File: config.mk
export PLATFORM = sky130hd
export DESIGN_NAME = nor_toggle_poller
export DESIGN_NICKNAME = d
export VERILOG_FILES = /design/src/rtl/nor_poll_pkg.sv /design/src/rtl/nor_poll_timer.sv /design/src/rtl/nor_poll_rdport.sv /design/src/rtl/nor_poll_judge.sv /design/src/rtl/nor_poll_ctrl.sv /design/src/rtl/nor_toggle_poller.sv
export SDC_FILE = /design/constraint.sdc
export NUM_CORES = 1
export LEC_CHECK = 0
export BUFFER_PORTS_ARGS = -buffer_cell sky130_fd_sc_hd__buf_2
export CORE_MARGIN = 2
export CORE_UTILIZATION = 35
export DETAILED_ROUTE_END_ITERATION = 6
export GPL_TIMING_DRIVEN = 0
export PLACE_DENSITY = 0.62
export SLEW_MARGIN = 10
export SYNTH_ARGS = -nofsm -noshare
export SYNTH_HDL_FRONTEND = slang
export SYNTH_SLANG_ARGS = --single-unit
File: constraint.sdc
create_clock -name clk -period 4.4 [get_ports clk]
set_clock_uncertainty 0.15 [all_clocks]
set_input_delay 0.22 -clock clk [delete_from_list [all_inputs] [get_ports clk]]
set_output_delay 0.22 -clock clk [all_outputs]
set_load 0.05 [all_outputs]
File: src/rtl/nor_poll_pkg.sv
package nor_poll_pkg;

  typedef enum logic [1:0] {
    RES_OK   = 2'b00,
    RES_FAIL = 2'b01,
    RES_TMO  = 2'b10
  } poll_res_e;

  typedef enum logic [1:0] {
    ST_IDLE,
    ST_RD_A,
    ST_RD_B,
    ST_EVAL
  } poll_st_e;

  typedef enum logic [1:0] {
    V_OK,
    V_FAIL,
    V_AGAIN,
    V_CONFIRM
  } verdict_e;

endpackage

File: src/rtl/nor_poll_timer.sv
// Elapsed-tick counter with limit compare; all-ones limit means unlimited.
module nor_poll_timer #(
  parameter int TW = 24
) (
  input  logic          clk,
  input  logic          rst_n,
  input  logic          load,
  input  logic          run,
  input  logic [TW-1:0] limit_in,
  output logic          expired,
  output logic          zero_lim
);
  localparam logic [TW-1:0] NO_LIMIT = {TW{1'b1}};
  localparam logic [TW-1:0] CNT_MAX  = {TW{1'b1}};

  logic [TW-1:0] lim_q, lim_d;
  logic [TW-1:0] el_q, el_d;
  logic          el_en, lim_en;

  always_comb begin
    lim_en = load;
    lim_d  = limit_in;
    el_en  = load | (run & (el_q != CNT_MAX));
    el_d   = load ? '0 : el_q + 1'b1;
  end

  always_ff @(posedge clk or negedge rst_n) begin
    if (!rst_n) begin
      lim_q <= '0;
      el_q  <= '0;
    end else begin
      if (lim_en) lim_q <= lim_d;
      if (el_en)  el_q  <= el_d;
    end
  end

  assign expired  = (lim_q != NO_LIMIT) && (el_q > lim_q);
  assign zero_lim = (limit_in == '0);

endmodule

File: src/rtl/nor_poll_rdport.sv
// Read port: holds the address, raises the request, captures both reads of a pair.
module nor_poll_rdport #(
  parameter int AW = 24,
  parameter int DW = 16
) (
  input  logic          clk,
  input  logic          rst_n,
  input  logic          load,
  input  logic [AW-1:0] addr_in,
  input  logic          want,
  input  logic          slot,
  input  logic          rd_ack,
  input  logic [DW-1:0] rd_data,
  output logic          rd_req,
  output logic [AW-1:0] rd_addr,
  output logic          got,
  output logic [DW-1:0] first_q,
  output logic [DW-1:0] second_q
);
  localparam int NSLOT = 2;

  logic [AW-1:0] addr_q;
  logic [DW-1:0] cap_q [NSLOT];

  always_ff @(posedge clk or negedge rst_n) begin
    if (!rst_n)     addr_q <= '0;
    else if (load)  addr_q <= addr_in;
  end

  assign rd_req  = want;
  assign rd_addr = addr_q;
  assign got     = want & rd_ack;

  for (genvar g = 0; g < NSLOT; g++) begin : g_cap
    logic cen;
    assign cen = got & (slot == (g == 1));
    always_ff @(posedge clk or negedge rst_n) begin
      if (!rst_n)   cap_q[g] <= '0;
      else if (cen) cap_q[g] <= rd_data;
    end
  end

  assign first_q  = cap_q[0];
  assign second_q = cap_q[1];

endmodule

File: src/rtl/nor_poll_judge.sv
// Pure decision logic for one completed pair of status reads.
module nor_poll_judge
  import nor_poll_pkg::*;
#(
  parameter int DW      = 16,
  parameter int TOG_BIT = 6,
  parameter int ERR_BIT = 5
) (
  input  logic [DW-1:0] first_w,
  input  logic [DW-1:0] second_w,
  input  logic          confirm,
  output verdict_e      verdict
);
  logic toggled, flagged;

  always_comb begin
    toggled = first_w[TOG_BIT] ^ second_w[TOG_BIT];
    flagged = first_w[ERR_BIT];
    if (!toggled)     verdict = V_OK;
    else if (!flagged) verdict = V_AGAIN;
    else if (confirm)  verdict = V_FAIL;
    else               verdict = V_CONFIRM;
  end

endmodule

File: src/rtl/nor_poll_ctrl.sv
// Sequencer: pair reads, evaluation, limit check, result and done pulse.
module nor_poll_ctrl
  import nor_poll_pkg::*;
(
  input  logic      clk,
  input  logic      rst_n,
  input  logic      start,
  input  logic      zero_lim,
  input  logic      got,
  input  verdict_e  verdict,
  input  logic      expired,
  output logic      load,
  output logic      want,
  output logic      slot,
  output logic      confirm,
  output logic      busy,
  output logic      done,
  output logic [1:0] result
);
  poll_st_e  st_q, st_d;
  logic      conf_q, conf_d;
  logic      done_q, done_d;
  poll_res_e res_q, res_d;

  always_comb begin
    st_d   = st_q;
    conf_d = conf_q;
    done_d = 1'b0;
    res_d  = res_q;
    load   = 1'b0;
    unique case (st_q)
      ST_IDLE: begin
        if (start) begin
          load = 1'b1;
          if (zero_lim) begin
            done_d = 1'b1;
            res_d  = RES_TMO;
          end else begin
            conf_d = 1'b0;
            st_d   = ST_RD_A;
          end
        end
      end
      ST_RD_A: if (got) st_d = ST_RD_B;
      ST_RD_B: if (got) st_d = ST_EVAL;
      ST_EVAL: begin
        unique case (verdict)
          V_OK: begin
            done_d = 1'b1; res_d = RES_OK; st_d = ST_IDLE;
          end
          V_FAIL: begin
            done_d = 1'b1; res_d = RES_FAIL; st_d = ST_IDLE;
          end
          V_CONFIRM: begin
            conf_d = 1'b1; st_d = ST_RD_A;
          end
          default: begin
            if (expired) begin
              done_d = 1'b1; res_d = RES_TMO; st_d = ST_IDLE;
            end else begin
              conf_d = 1'b0; st_d = ST_RD_A;
            end
          end
        endcase
      end
      default: st_d = ST_IDLE;
    endcase
  end

  always_ff @(posedge clk or negedge rst_n) begin
    if (!rst_n) begin
      st_q   <= ST_IDLE;
      conf_q <= 1'b0;
      done_q <= 1'b0;
      res_q  <= RES_OK;
    end else begin
      st_q   <= st_d;
      conf_q <= conf_d;
      done_q <= done_d;
      if (done_d) res_q <= res_d;
    end
  end

  assign want    = (st_q == ST_RD_A) || (st_q == ST_RD_B);
  assign slot    = (st_q == ST_RD_B);
  assign confirm = conf_q;
  assign busy    = (st_q != ST_IDLE);
  assign done    = done_q;
  assign result  = res_q;

endmodule

File: src/rtl/nor_toggle_poller.sv
module nor_toggle_poller
  import nor_poll_pkg::*;
#(
  parameter int AW = 24,
  parameter int DW = 16,
  parameter int TW = 24
) (
  input  logic          clk,
  input  logic          rst_n,
  input  logic          start,
  input  logic [AW-1:0] start_addr,
  input  logic [TW-1:0] timeout_ticks,
  output logic          busy,
  output logic          done,
  output logic [1:0]    result,
  output logic          rd_req,
  output logic [AW-1:0] rd_addr,
  input  logic          rd_ack,
  input  logic [DW-1:0] rd_data
);
  localparam int TOG_BIT = 6;
  localparam int ERR_BIT = 5;

  logic          load, want, slot, confirm, got, expired, zero_lim;
  logic [DW-1:0] first_w, second_w;
  verdict_e      verdict;

  nor_poll_timer #(.TW(TW)) u_timer (
    .clk(clk), .rst_n(rst_n), .load(load), .run(busy),
    .limit_in(timeout_ticks), .expired(expired), .zero_lim(zero_lim)
  );

  nor_poll_rdport #(.AW(AW), .DW(DW)) u_port (
    .clk(clk), .rst_n(rst_n), .load(load), .addr_in(start_addr),
    .want(want), .slot(slot), .rd_ack(rd_ack), .rd_data(rd_data),
    .rd_req(rd_req), .rd_addr(rd_addr), .got(got),
    .first_q(first_w), .second_q(second_w)
  );

  nor_poll_judge #(.DW(DW), .TOG_BIT(TOG_BIT), .ERR_BIT(ERR_BIT)) u_judge (
    .first_w(first_w), .second_w(second_w), .confirm(confirm), .verdict(verdict)
  );

  nor_poll_ctrl u_ctrl (
    .clk(clk), .rst_n(rst_n), .start(start), .zero_lim(zero_lim),
    .got(got), .verdict(verdict), .expired(expired),
    .load(load), .want(want), .slot(slot), .confirm(confirm),
    .busy(busy), .done(done), .result(result)
  );

endmodule

==> results.md <==
- Highest-count cells in the layout ignoring fill and taps: sky130_fd_sc_hd__nand2_1 (124), sky130_fd_sc_hd__buf_2 (82), sky130_fd_sc_hd__dfrtp_1 (81), sky130_fd_sc_hd__dlygate4sd3_1 (51), sky130_fd_sc_hd__o21ai_0 (41)
- Run status: completed
- Biggest cell delay along the critical path: 550 ps
- Flop pwr share: 0.325
- Total area of sequential cells: 2027 um^2
- Cell Chain, Critical Path: inv_1 > ha_1 > clkinv_1 > nor2_1 > clkbuf_1 > buf_1 > nand2_1 > nand2_1
- Cell row count: 40
- Static power due to leakage: 0.002864 uW
- Fill count: 1144
- Remaining antenna violation count after routing: 0
- Count of buffers inserted at the top-level ports: 82
- Seq cells post-synth: 81
- Number of flops mapped to enable cells by yosys: 0
- Sum of negative setup slack: 0 ps
- Final hold viol count: 0
- Critical path's slowest cell: sky130_fd_sc_hd__nor2_1
- Starting utilization of the core area: 0.3606
- # resized after CTS: 0
- Hold Crit Class: input port to flop
- Critical Setup Path Class: flop to flop
- Initial antenna violation count: 0
- Placed wire-length estimate: 8177 um
- Clock insertion delay at the later pin of the skew report: 340 ps
- Mapped cell area: 4349 um^2
- Category of the worst setup path capture point: flop
- Sw frac: 0.4513
- Post-route core utilization: 0.4835
- Combined global-route utilization of all metal layers: 0.1823
- Total number of clock tree sinks: 81
- Die Outline Area: 13330 um^2
- Total nets after synthesis: 582
- Leading cell type in the layout, fill and taps excluded: sky130_fd_sc_hd__nand2_1
- Total global routing overflow: 0
- Required @ worst endpoint: 4530 ps
- Number of DRC markers in iteration 0: 220
- Startpoint types: flop
- CP arrival: 3070 ps
- DR vias: 3925
- Number of I/O pins: 97
- Top flip-flop cell by instance count after synthesis: sky130_fd_sc_hd__dfrtp_1
- Fraction of final layout cells with drive strength greater than 1: 0.1906
- Pin count of the biggest net entering global routing: 49
- DRC viols: 0
- Setup repair after global routing missed its margin: no
- Maximum resistive drop on vdd: 0.4298 mV
- Chip Height: 115.5 um
- CTS tree: done
- Number of global-route vias before repair: 3984
- Global placement routability congestion: 0.8720
- CTS max path bufs: 2
- Synthesized netlist cell count: 485
- Syn_area_per_cell: 8.967 um^2
- Hold-fix buffer count after cts: 51
- Number of CTS-inserted buffers: 9
- Final Cycle Share: 0.6700
- Layout overhead on the synthesized area: 34.09%
- Count of unique library cells instantiated by Yosys: 50
- Count of TritonRoute iterations in the first routing pass: 4
- Pwr dens: 633.8 nW/um^2
- Largest fanout on the critical path: 10
- Post-CTS repair timing setup buffer count: 0
- Multi-input combinational cell area: 2126 um^2
- Vias/cell: 4.888
- CORE AREA: 12060 um^2
- Share of async-settable or async-resettable flops after synthesis: 1.000
- Root Driver: sky130_fd_sc_hd__clkbuf_16
- Routed length per instance: 14.35 um
- Top cell by count, worst path: sky130_fd_sc_hd__nand2_1
- Die Width: 115.5 um
- Number of max-capacitance violations reported: 0
- Internal power summed over all cells: 2028 uW
- Psw: 1668 uW
- CTS H-tree depth: 3
- Relative contribution of the clock network to total power: 0.218
- Highest Clock Rate: 339.2 MHz
- Final Setup Violations: 0
- Part of the Yosys area used for sequential elements: 0.4661
- Min cycle time layout: 2948 ps
- CTS clk-pin slew, worst paths: 60 ps
- Hold_ws: 81.54 ps
- Fin. max-slew vios: 0
- First-pass GRT wire length: 18710 um
- Total routed wirelength: 11520 um
- Post-layout nets: 727
- Antenna diode count: 0
- Worst max-slew margin expressed relative to the limit: 0.5830
- Ys Warns: 0
- Slew at the pin closest to its max-slew limit: 623.2 ps
- Combinational fraction of design power: 0.457
==> cell usage after synthesis (all sizes together), types with 2 or more instances <==
cell | n | area share
and2 | 4 | 0.0060
a311oi | 2 | 0.0055
nand3 | 19 | 0.022
nor2 | 31 | 0.027
mux2 | 5 | 0.013
nor3 | 6 | 0.012
and3 | 4 | 0.0081
and4 | 3 | 0.0072
a21oi | 23 | 0.029
o21ai | 42 | 0.048
buf | 5 | 0.0081
nand4 | 18 | 0.031
a21o | 5 | 0.0089
clkbuf | 11 | 0.0095
dfrtp | 81 | 0.47
nor4 | 9 | 0.018
nand3b | 2 | 0.0035
ha | 29 | 0.083
xor2 | 11 | 0.022
xnor2 | 6 | 0.012
nor2b | 2 | 0.0029
o21a | 2 | 0.0035
inv | 31 | 0.027
nand2 | 124 | 0.11
==> cells by family (layout without fill, tap and decap cells) <==
kind of cell             Yosys count  in the layout  synth area share
AO/OA/AOI/OAI                     81             81            0.1087
XOR/XNOR                          17             17           0.03423
AND/OR/NAND/NOR                  224            224            0.2494
flip-flops                        81             81            0.4661
multiplexers                       5              5           0.01294
buffers and inverters             48            198           0.04516
adder cells (fa/ha/maj)           29             29           0.08343
==> layout make-up <==
type,count,share of cell area
inverters,32,0.02060
clock buffers,11,0.04162
clock inverters,5,0.01352
repair buffers,134,0.1631
multi-input cells,356,0.3645
plain buffers,16,0.01309
well taps,168,0.03604
flip-flops and latches,81,0.3476
==> path summary, 6_finish.rpt <==
kind / slack [ps] / startpoint / depth (start not counted) / to
worst max register to register: 1450 / u_ctrl.st_q[0] / 8 / u_port.rd_addr[2]
max in group asynchronous: 3290 / rst_n / 3 / u_port.rd_addr[9]
worst max-delay path: 1450 / u_ctrl.st_q[0] / 8 / u_port.rd_addr[2]
min in group asynchronous: 220 / rst_n / 2 / u_port.rd_addr[21]
worst min register to register: 320 / u_port.rd_addr[3] / 2 / u_port.rd_addr[3]
worst min-delay path: 80 / rd_ack / 3 / u_port.second_q[6]
==> worst max-delay path, delay by kind of cell (launching register included) <==
kind	cells	cell delay, ps
and+or+nand+nor	3	770
adders and majority gates	1	170
buffers and inverters	4	1370
DFF	1	420
==> per-layer routing <==
| layer | vias to the layer above | GRT usage | part of all wire |
|---|---|---|---|
| met5 | - | 0 | 0 |
| met4 | 0 | 0.04900 | 0.0061 |
| met3 | 6 | 0.04864 | 0.047 |
| met2 | 120 | 0.3111 | 0.48 |
| met1 | 1850 | 0.2292 | 0.46 |
| li1 | 1949 | - | - |
==> through the flow <==
| step | power, uW | worst slack, ps | instances | area [um^2] |
|---|---|---|---|---|
| finish | 3696 | 1452 | 803 | 5832 |
| global route | 3974 | 1257 | 803 | 5832 |
| CTS | 3718 | 1483 | 803 | 5832 |
| detailed placement | 2858 | 1489 | 736 | 5000 |
| global placement | 2793 | 1613 | 735 | 4970 |
| floorplan | 2398 | 1950 | 485 | 4349 |
==> power groups by stage <==
stage | Clock [uW] | Sequential, uW | Combinational, uW
6_report | 807 | 1200 | 1690
2_1_floorplan | 0 | 1550 | 848
3_5_place_dp | 0 | 1200 | 1660
5_1_grt | 867 | 1230 | 1870
3_3_place_gp | 0 | 1200 | 1590
4_1_cts | 830 | 1200 | 1690
==> flip-flops by register name (all words and copies together), names as in the netlist, 2 cells and up <==
| register | cells |
|---|---|
| u_ctrl.result | 2 |
| u_ctrl.st_q | 2 |
| u_port.first_q | 2 |
| u_port.rd_addr | 24 |
| u_timer.el_q | 24 |
| u_timer.lim_q | 24 |
Power figures use the tool's default switching activity.
